$ cat src/rtl/cpe_pkg.sv
package cpe_pkg;

    typedef enum logic [1:0] {
        ST_IDLE   = 2'd0,
        ST_RAISED = 2'd1,
        ST_IGNORE = 2'd2
    } cpe_state_e;

    typedef struct packed {
        cpe_state_e state;
        logic       irq;
        logic       ign_n;
    } cpe_regs_t;

    localparam cpe_regs_t CPE_RESET = '{state: ST_IDLE, irq: 1'b0, ign_n: 1'b1};

endpackage

$ cat src/rtl/cpe_sync.sv
module cpe_sync #(
    parameter int   STAGES  = 2,
    parameter logic RST_VAL = 1'b1
) (
    input  logic clk,
    input  logic rst_n,
    input  logic d_i,
    output logic q_o
);
    localparam int LAST = STAGES - 1;

    logic [LAST:0] chain_d;
    logic [LAST:0] chain_q;

    always_comb begin
        chain_d[0] = d_i;
        for (int i = 1; i < STAGES; i++) begin
            chain_d[i] = chain_q[i-1];
        end
    end

    always_ff @(posedge clk or negedge rst_n) begin
        if (!rst_n) begin
            chain_q <= {STAGES{RST_VAL}};
        end else begin
            chain_q <= chain_d;
        end
    end

    assign q_o = chain_q[LAST];
endmodule

$ cat src/rtl/cpe_fsm.sv
module cpe_fsm
    import cpe_pkg::*;
(
    input  logic clk,
    input  logic rst_n,
    input  logic en_i,
    input  logic fault_i,
    input  logic wr_i,
    output logic irq_o,
    output logic ign_n_o
);
    cpe_regs_t r_d;
    cpe_regs_t r_q;

    always_comb begin
        r_d = r_q;
        if (!en_i) begin
            r_d.state = ST_IDLE;
        end else begin
            unique case (r_q.state)
                ST_IDLE: begin
                    if (fault_i) r_d.state = ST_RAISED;
                end
                ST_RAISED: begin
                    if (!fault_i)  r_d.state = ST_IDLE;
                    else if (wr_i) r_d.state = ST_IGNORE;
                end
                ST_IGNORE: begin
                    if (!fault_i) r_d.state = ST_IDLE;
                end
                default: r_d.state = ST_IDLE;
            endcase
        end
        r_d.irq   = (r_d.state == ST_RAISED);
        r_d.ign_n = (r_d.state != ST_IGNORE);
    end

    always_ff @(posedge clk or negedge rst_n) begin
        if (!rst_n) begin
            r_q <= CPE_RESET;
        end else begin
            r_q <= r_d;
        end
    end

    assign irq_o   = r_q.irq;
    assign ign_n_o = r_q.ign_n;
endmodule

$ cat src/rtl/cpe_irq_ctl.sv
module cpe_irq_ctl #(
    parameter int SYNC_STAGES = 2
) (
    input  logic clk,
    input  logic rst_n,
    input  logic enable_i,
    input  logic fault_n_i,
    input  logic clr_wr_i,
    output logic irq_o,
    output logic ignore_n_o
);
    logic fault_n_s;
    logic fault_act;

    cpe_sync #(
        .STAGES  (SYNC_STAGES),
        .RST_VAL (1'b1)
    ) u_sync (
        .clk   (clk),
        .rst_n (rst_n),
        .d_i   (fault_n_i),
        .q_o   (fault_n_s)
    );

    assign fault_act = ~fault_n_s;

    cpe_fsm u_fsm (
        .clk     (clk),
        .rst_n   (rst_n),
        .en_i    (enable_i),
        .fault_i (fault_act),
        .wr_i    (clr_wr_i),
        .irq_o   (irq_o),
        .ign_n_o (ignore_n_o)
    );
endmodule

$ cat config.mk
export PLATFORM = sky130hd
export DESIGN_NAME = cpe_irq_ctl
export DESIGN_NICKNAME = d
export VERILOG_FILES = /design/src/rtl/cpe_pkg.sv /design/src/rtl/cpe_sync.sv /design/src/rtl/cpe_fsm.sv /design/src/rtl/cpe_irq_ctl.sv
export SDC_FILE = /design/constraint.sdc
export NUM_CORES = 1
export LEC_CHECK = 0
export BUFFER_PORTS_ARGS = -buffer_cell sky130_fd_sc_hd__buf_2
export CORE_AREA = 2 2 39 41
export DETAILED_ROUTE_END_ITERATION = 6
export DIE_AREA = 0 0 41 43
export GPL_TIMING_DRIVEN = 1
export PLACE_DENSITY_LB_ADDON = 0.05
export SETUP_SLACK_MARGIN = 0.15
export SLEW_MARGIN = 20
export SYNTH_ARGS = -nofsm -noshare
export SYNTH_HDL_FRONTEND = slang
export SYNTH_SLANG_ARGS = --single-unit
$ cat constraint.sdc
create_clock -name clk -period 1 [get_ports clk]
set_input_delay 0.05 -clock clk [delete_from_list [all_inputs] [get_ports clk]]
set_output_delay 0.05 -clock clk [all_outputs]
set_load 0.02 [all_outputs]
==> results of run 1 <==
[path summary, 6_finish.rpt]
path	start	endpoint	slack, ns	cells past startpoint
setup / recovery	u_fsm.ign_n_o$_DFF_PN1_	ignore_n_o	0.06	1
hold / removal	enable_i	u_fsm.r_q[3]$_DFF_PN0_	0.07	3
setup reg to reg	u_fsm.r_q[2]$_DFF_PN0_	u_fsm.ign_n_o$_DFF_PN1_	0.14	2
hold reg to reg	u_sync.chain_q[0]$_DFF_PN1_	u_sync.chain_q[1]$_DFF_PN1_	0.36	0
max in group asynchronous	rst_n	u_sync.chain_q[1]$_DFF_PN1_	0.62	2
min in group asynchronous	rst_n	u_fsm.r_q[2]$_DFF_PN0_	0.15	2
[per-stage QoR]
step,setup WS [ns],std cells
final,0.05961,43
after global routing,0.02986,43
after CTS,0.04571,42
after detailed placement,0.1688,35
after global placement,0.1660,35
after floorplan,0.2106,13
[area by class of cell]
cell class	instances	area share (%)
sequential	6	45.56
timing repair buffer	10	21.85
multi-input combinational	7	18.89
clock buffer	4	7.778
tap	16	5.926
[where the power goes]
part	total, W	internal, W	switching, W	leakage, nW
Clock	0.000251	0.000152	0.0000988	0.0150
Sequential	0.000263	0.000258	0.00000568	0.0715
Combinational	0.0000492	0.0000263	0.0000229	0.0602
[worst min-delay path, cell delays in order]
cell and delay [ns]:
buf_2 0.11, nand2b_4 0.09, a21oi_2 0.04
[layer usage]
| metal | wire length (um) | vias up |
|---|---|---|
| met5 | 0 | - |
| met1 | 211 | 74 |
| met4 | 0 | 0 |
| li1 | - | 73 |
| met2 | 211 | 4 |
| met3 | 32 | 0 |
[cell families after synthesis]
group | count (synthesis)
flops | 6
compound gates | 4
simple gates | 3
[cells in the mapped netlist]
| cell type | count |
|---|---|
| dfrtp_1 | 3 |
| dfstp_2 | 3 |
| a211oi_1 | 2 |
| a21o_1 | 1 |
| a21oi_1 | 1 |
| nand2b_1 | 1 |
| nand2b_4 | 1 |
| nand3b_1 | 1 |
[sequential cells by signal, summed over array words and instances (netlist names)]
name and cells:
u_sync.chain_q 2, u_fsm.irq_o 1, u_fsm.r_q 2, u_fsm.ign_n_o 1
[what timing repair did]
action	4_1_cts	5_1_grt
endpoints found under the setup margin	1	4
hold buffers	3	0
setup buffers	0	1
hold endpoints to repair	8	0
cloned	0	0
pin swaps	0	2
gates resized for setup	2	2
==> impl_metrics.yaml, run 1 <==
die:
  die_h_um: 43
  dieArea_um2: 1763
  start_util_pct: 15.10
  dieWidth_um: 41
  io_pins: 7
  core_area_um2: 1384
  num_rows: 14
finish:
  final_common_cell: "buf_2"
  drive_gt1_share_pct: 59.26
  fill_cells: 149
  multi_input_area_um2: 63.81
  layout.nets: 33
  final_cell_mix: "buf_2 (5), clkbuf_4 (3), dlygate4sd3_1 (3), dfstp_2 (3), dfrtp_1 (3)"
  n_antenna_cell: 0
  final-seq-area_um2: 153.9
  final_core_util_pct: 24.41
  syn_to_final_growth_pct: 61.68
  stdcell_area_um2: 337.8
pwr:
  p_leak_nw: 0.1467
  finalPower_w: 0.0005634
  ir_drop_uv: 507.0
  power_density_nw_per_um2: 1668
logic_synthesis:
  synth_compound_area_share_pct: 13.17
  synth_top_area_cell: "dfstp_2"
  netlist_area_um2: 209.0
  yosys_warnings: 0
  synthTopCellsByArea: "dfstp_2 (38%), dfrtp_1 (36%), a211oi_1 (7.2%)"
  synth_seq_cells: 6
  synth-xor-area-share_pct: 0
  synth_nets: 18
  avgSynthCellArea_um2: 16.07
  yosys.area_share.simple_pct: 13.17
  ys_types: 8
  seq_area_frac_synth_pct: 73.65
  synthCells: 13
  synth.top_cell.area_share_pct: 37.72
  synth_adder_area_share_pct: 0
  synth_top_family_by_area: "compound AO/OA/AOI/OAI gates"
  synthMuxAreaShare_pct: 0
hold_path:
  hold_path_class: "in2reg"
flow_run:
  drv_cap: 0
global_routing:
  grt_pass1_vias: 148
  grt_max_degree: 7
  antenna_found_initial: 0
  met1_usage_pct: 7.566
  busiest_layer: "met4"
  grt.met2_usage_pct: 5.938
  grt.overflow.total: 0
  grt.total_usage_pct: 6.673
  grtUsageMet3_pct: 4.712
  grt_pass1_wl_um: 634
timing:
  finalSetupTns_ns: 0
  rsz0062_at_grt: "true"
  finalCriticalPeriod_ns: 0.9404
  setup_violations: 0
  tightest_slew_ns: 0.1950
  fmax_mhz: 1063
  post-route-period-util_pct: 94.04
  slew_headroom_pct: 86.92
  hold_viol_final: 0
  maxSlewViolCount: 0
  skew_ns: 0.007601
  holdWs_ns: 0.07379
place:
  port-buffer-count: 6
  placed_cell_area_um2: 259.0
  gp_congestion: 0.6131
drt:
  wl_um: 455
  vias: 151
  dr.first_iter.drc_count: 2
  drc: 0
  drt_pass1_iterations: 3
  ant_nets: 0
  wl_per_cell_um: 10.58
  viasPerCell: 3.512
critical_path:
  arrival_ns: 0.89
  cp_max_fo: 1
  max_stage_delay_ns: 0.53
  endpoint_kind: "primary output"
  crit_buf_inv: 1
  cp_top_family: "flip-flops"
  startpoint_type: "register"
  critPathKind: "reg2out"
  worstPathCellList: "buf_6"
  worst-endpoint-required_ns: 0.95
  crit_path_top_delay_cell: "dfstp_2"
clock_tree:
  cts_max_path_buffers: 2
  cts_root_buf: "clkbuf_4"
  cts_tree: "yes"
  clk_latency_ns: 0.25
  htreeDepth: 1
  clk_pin_slew_ns: 0.05
  cts_sinks: 6
  cts_made_buffers: 3
outcome:
  status: "finished, final reports clean"
Power figures use the tool's default switching activity.
==> run 2, diff against run 1 <==
clock period = 0.8 ns   (was 1 ns; I/O delays follow)
==> impl_metrics.yaml, run 2 (synthesis results as in run 1) <==
outcome:
  status: "finished, violations left"
  failed_checks: "setup timing"
critical_path:
  arrival_ns: 0.86
  crit_path_top_delay_cell: "dfstp_2"
  max_stage_delay_ns: 0.52
  r2r_setup_slack_ns: -0.05
  cp_top_family: "flip-flops"
  endpoint_kind: "primary output"
  worstPathCellList: "buf_6"
  critPathKind: "reg2out"
  crit_buf_inv: 1
  cp_max_fo: 1
  startpoint_type: "register"
  worst-endpoint-required_ns: 0.76
global_routing:
  grt.overflow.total: 0
  grt_pass1_wl_um: 586
  grt.total_usage_pct: 5.752
  grt_pass1_vias: 150
  antenna_found_initial: 0
  grt_max_degree: 7
place:
  pre_cts_slack_ns: -0.007520
  post-dp-hpwl_um: 254.8
  port-buffer-count: 6
  placed_cell_area_um2: 259.0
  gp_congestion: 0.5819
die:
  core_area_um2: 1384
  start_util_pct: 15.10
  dieWidth_um: 41
  io_pins: 7
  die_h_um: 43
  num_rows: 14
  dieArea_um2: 1763
drt:
  drt_pass1_iterations: 1
  vias: 143
  drc: 0
  ant_nets: 0
  dr.first_iter.drc_count: 0
  wl_per_cell_um: 8.930
  wl_um: 384
  viasPerCell: 3.326
timing:
  tightest_slew_ns: 0.1733
  hold_viol_final: 0
  skew_ns: 0.009247
  setup_violations: 4
  setup_slack_ns: -0.09971
  maxSlewViolCount: 0
  rsz0062_at_grt: "true"
  slew_headroom_pct: 88.44
  fmax_mhz: 1111
  post-route-period-util_pct: 112.5
  finalCriticalPeriod_ns: 0.8997
finish:
  syn_to_final_growth_pct: 69.46
  n_antenna_cell: 0
  layout.nets: 33
  final_cell_mix: "buf_2 (4), clkbuf_4 (3), dfstp_2 (3), dfrtp_1 (3)"
  stdcell_area_um2: 354.1
  final_common_cell: "buf_2"
  largestRegisters: "u_fsm.r_q (2), u_sync.chain_q (2)"
  final_core_util_pct: 25.59
  drive_gt1_share_pct: 70.37
clock_tree:
  cts_root_buf: "clkbuf_4"
  clk_latency_ns: 0.24
  cts_made_buffers: 3
  clk_pin_slew_ns: 0.05
  htreeDepth: 1
  cts_sinks: 6
  cts_max_path_buffers: 2
  cts_tree: "yes"
pwr:
  p_leak_nw: 0.1535
  ir_drop_uv: 689.2
  power_density_nw_per_um2: 1956
flow_run:
  drv_cap: 0
hold_path:
  hold_path_class: "in2reg"
## run 2: report_power, final
part / switching [W] / internal, W
registers: 0.00000822 / 0.000322
logic: 0.0000283 / 0.0000379
clock network: 0.000107 / 0.000189
## run 2: cell type report
type / instances / area, um2
clock buffers: 4 / 26.28
fillers: 152 / 1030
multi-input cells: 7 / 76.32
flip-flops and latches: 6 / 153.9
well taps: 16 / 20.02
repair buffers: 10 / 77.57
## run 2: final timing paths
kind / from / end / cells past startpoint
worst min register to register: u_sync.chain_q[0]$_DFF_PN1_ / u_sync.chain_q[1]$_DFF_PN1_ / 0
worst max register to register: u_fsm.r_q[3]$_DFF_PN0_ / u_fsm.ign_n_o$_DFF_PN1_ / 2
min in group asynchronous: rst_n / u_fsm.r_q[2]$_DFF_PN0_ / 2
worst min-delay path: clr_wr_i / u_fsm.r_q[2]$_DFF_PN0_ / 2
max in group asynchronous: rst_n / u_sync.chain_q[1]$_DFF_PN1_ / 2
worst max-delay path: u_fsm.ign_n_o$_DFF_PN1_ / ignore_n_o / 1
## run 2: per-layer routing
metal	GRT usage (%)	share of wire, %	wire length, um
met1	5.882	39	151
met2	7.500	52	198
met3	7.853	9.1	35
met4	0	0	0
met5	0	0	0
## run 2: what timing repair did
item                       CTS  global route
setup endpoints to repair    6             6
hold buffers                 2             0
hold endpoints to repair     7             0
pin swaps                    3             2
buffers inserted             2             0
cloned                       0             0
gates resized for setup      8             0
## run 2: stage by stage
step / hold slack (ns) / power [W] / instances / TNS [ns]
floorplan: -0.2556 / 0.0003513 / 13 / 0
global placement: -0.1266 / 0.0003755 / 35 / -0.03820
detailed placement: -0.1294 / 0.0003756 / 35 / -0.01423
CTS: 0.005739 / 0.0007093 / 43 / -0.1605
global route: 0.008992 / 0.0007379 / 43 / -0.3809
finish: 0.01423 / 0.0006928 / 43 / -0.1609
==> run 3, diff against run 2 <==
PLACE_DENSITY_LB_ADDON = default   (was 0.05)
clock period = 1 ns   (was 0.8 ns; I/O delays follow)
==> impl_metrics.yaml, run 3 (synthesis results as in run 1) <==
timing:
  finalCriticalPeriod_ns: 0.9264
  rsz0062_at_grt: "true"
  skew_ns: 0.009114
  tightest_slew_ns: 0.1917
  fmax_mhz: 1079
  holdWs_ns: 0.06627
  setup_violations: 0
  hold_viol_final: 0
  slew_headroom_pct: 87.14
  finalSetupTns_ns: 0
  maxSlewViolCount: 0
  post-route-period-util_pct: 92.64
critical_path:
  endpoint_kind: "primary output"
  crit_buf_inv: 1
  critPathKind: "reg2out"
  max_stage_delay_ns: 0.52
  startpoint_type: "register"
  crit_path_top_delay_cell: "dfstp_2"
  worst-endpoint-required_ns: 0.95
  worstPathCellList: "buf_6"
  cp_max_fo: 1
  arrival_ns: 0.88
  cp_top_family: "flip-flops"
flow_run:
  drv_cap: 0
outcome:
  status: "finished, final reports clean"
clock_tree:
  cts_sinks: 6
  clk_latency_ns: 0.25
  clk_pin_slew_ns: 0.05
  cts_root_buf: "clkbuf_4"
  cts_tree: "yes"
  cts_max_path_buffers: 2
  postCtsSetupRepairBufs: 0
  cts_made_buffers: 3
  htreeDepth: 1
drt:
  wl_um: 335
  drt_pass1_iterations: 4
  viasPerCell: 3.476
  dr.first_iter.drc_count: 4
  ant_nets: 0
  drc: 0
  vias: 146
  wl_per_cell_um: 7.976
finish:
  drive_gt1_share_pct: 50.00
  n_antenna_cell: 0
  syn_to_final_growth_pct: 56.89
  final_cells: 42
  final_cell_mix: "buf_2 (4), clkbuf_4 (3), dlygate4sd3_1 (3), dfstp_2 (3), dfrtp_1 (3)"
  final_common_cell: "buf_2"
  largestRegisters: "u_fsm.r_q (2), u_sync.chain_q (2)"
  layout.nets: 32
pwr:
  p_seq_share_pct: 47.9
  net-switching-power_w: 0.0001134
  clock_power_share_pct: 43.6
  p_sw_share_pct: 20.63
  intPower_w: 0.0004361
  power_density_nw_per_um2: 1676
  p_leak_nw: 0.1412
  ir_drop_uv: 741.2
  comb_power_share_pct: 8.5
hold_path:
  hold_path_class: "in2reg"
die:
  num_rows: 14
  die_h_um: 43
  core_area_um2: 1384
  dieWidth_um: 41
  io_pins: 7
  start_util_pct: 15.10
  dieArea_um2: 1763
global_routing:
  grt_pass1_vias: 133
  grt_max_degree: 7
  grt_pass1_wl_um: 579
  grt.total_usage_pct: 5.972
  antenna_found_initial: 0
  grt.overflow.total: 0
place:
  post-dp-hpwl_um: 243.9
  numPlacedInstances: 35
  gp_congestion: 0.5926
  port-buffer-count: 6
[run 3: cell count changes in the layout (fill, tap and decap cells not counted), sizes merged]
cell,change
dlygate4sd3,+1
buf,-2
[run 3: power groups by stage]
stage | clock (W) | combinational [W] | sequential [W]
global route | 0.000283 | 0.0000514 | 0.000264
floorplan | 0 | 0.0000115 | 0.000270
detailed placement | 0 | 0.0000346 | 0.000266
global placement | 0 | 0.0000343 | 0.000265
finish | 0.000240 | 0.0000467 | 0.000263
CTS | 0.000256 | 0.0000416 | 0.000262
[run 3: final cells by class]
cell class / count / area [um2]
well taps: 16 / 20.02
fillers: 144 / 1056
flip-flops and latches: 6 / 153.9
clock buffers: 4 / 26.28
repair buffers: 9 / 72.57
multi-input cells: 7 / 55.05
[run 3: metal layers]
metal | track usage [%] | vias to the layer above | routed length, um | share of wire (%)
li1 | - | 71 | - | -
met5 | 0 | - | 0 | 0
met3 | 9.424 | 0 | 68 | 20
met2 | 5.625 | 12 | 124 | 37
met4 | 2.000 | 0 | 0 | 0
met1 | 6.601 | 63 | 142 | 42
[run 3: path summary, 6_finish.rpt]
check | start | to | slack, ns | cells after the start
min in group asynchronous | rst_n | u_fsm.irq_o$_DFF_PN0_ | 0.16 | 2
max in group asynchronous | rst_n | u_sync.chain_q[0]$_DFF_PN1_ | 0.61 | 2
worst min register to register | u_sync.chain_q[0]$_DFF_PN1_ | u_sync.chain_q[1]$_DFF_PN1_ | 0.35 | 0
worst max-delay path | u_fsm.ign_n_o$_DFF_PN1_ | ignore_n_o | 0.07 | 1
worst max register to register | u_fsm.r_q[3]$_DFF_PN0_ | u_fsm.ign_n_o$_DFF_PN1_ | 0.18 | 2
worst min-delay path | enable_i | u_fsm.r_q[3]$_DFF_PN0_ | 0.07 | 3
[run 3: repair_timing]
action,in CTS,in global routing
hold buffers,2,1
endpoints found under the setup margin,1,3
resized for setup,2,2
hold endpoints to repair,7,1
pin swaps,0,1
[run 3: stage by stage]
step / setup WS (ns) / utilization (%) / total power, W / cell area (um2)
2_1_floorplan: 0.2106 / - / 0.0002810 / 209.0
4_1_cts: 0.05874 / 22.51 / 0.0005598 / 311.5
3_3_place_gp: 0.1909 / 18.72 / 0.0002993 / 259.0
6_report: 0.07357 / 23.69 / 0.0005495 / 327.8
5_1_grt: 0.03173 / 23.69 / 0.0005983 / 327.8
3_5_place_dp: 0.1625 / 18.72 / 0.0003003 / 259.0
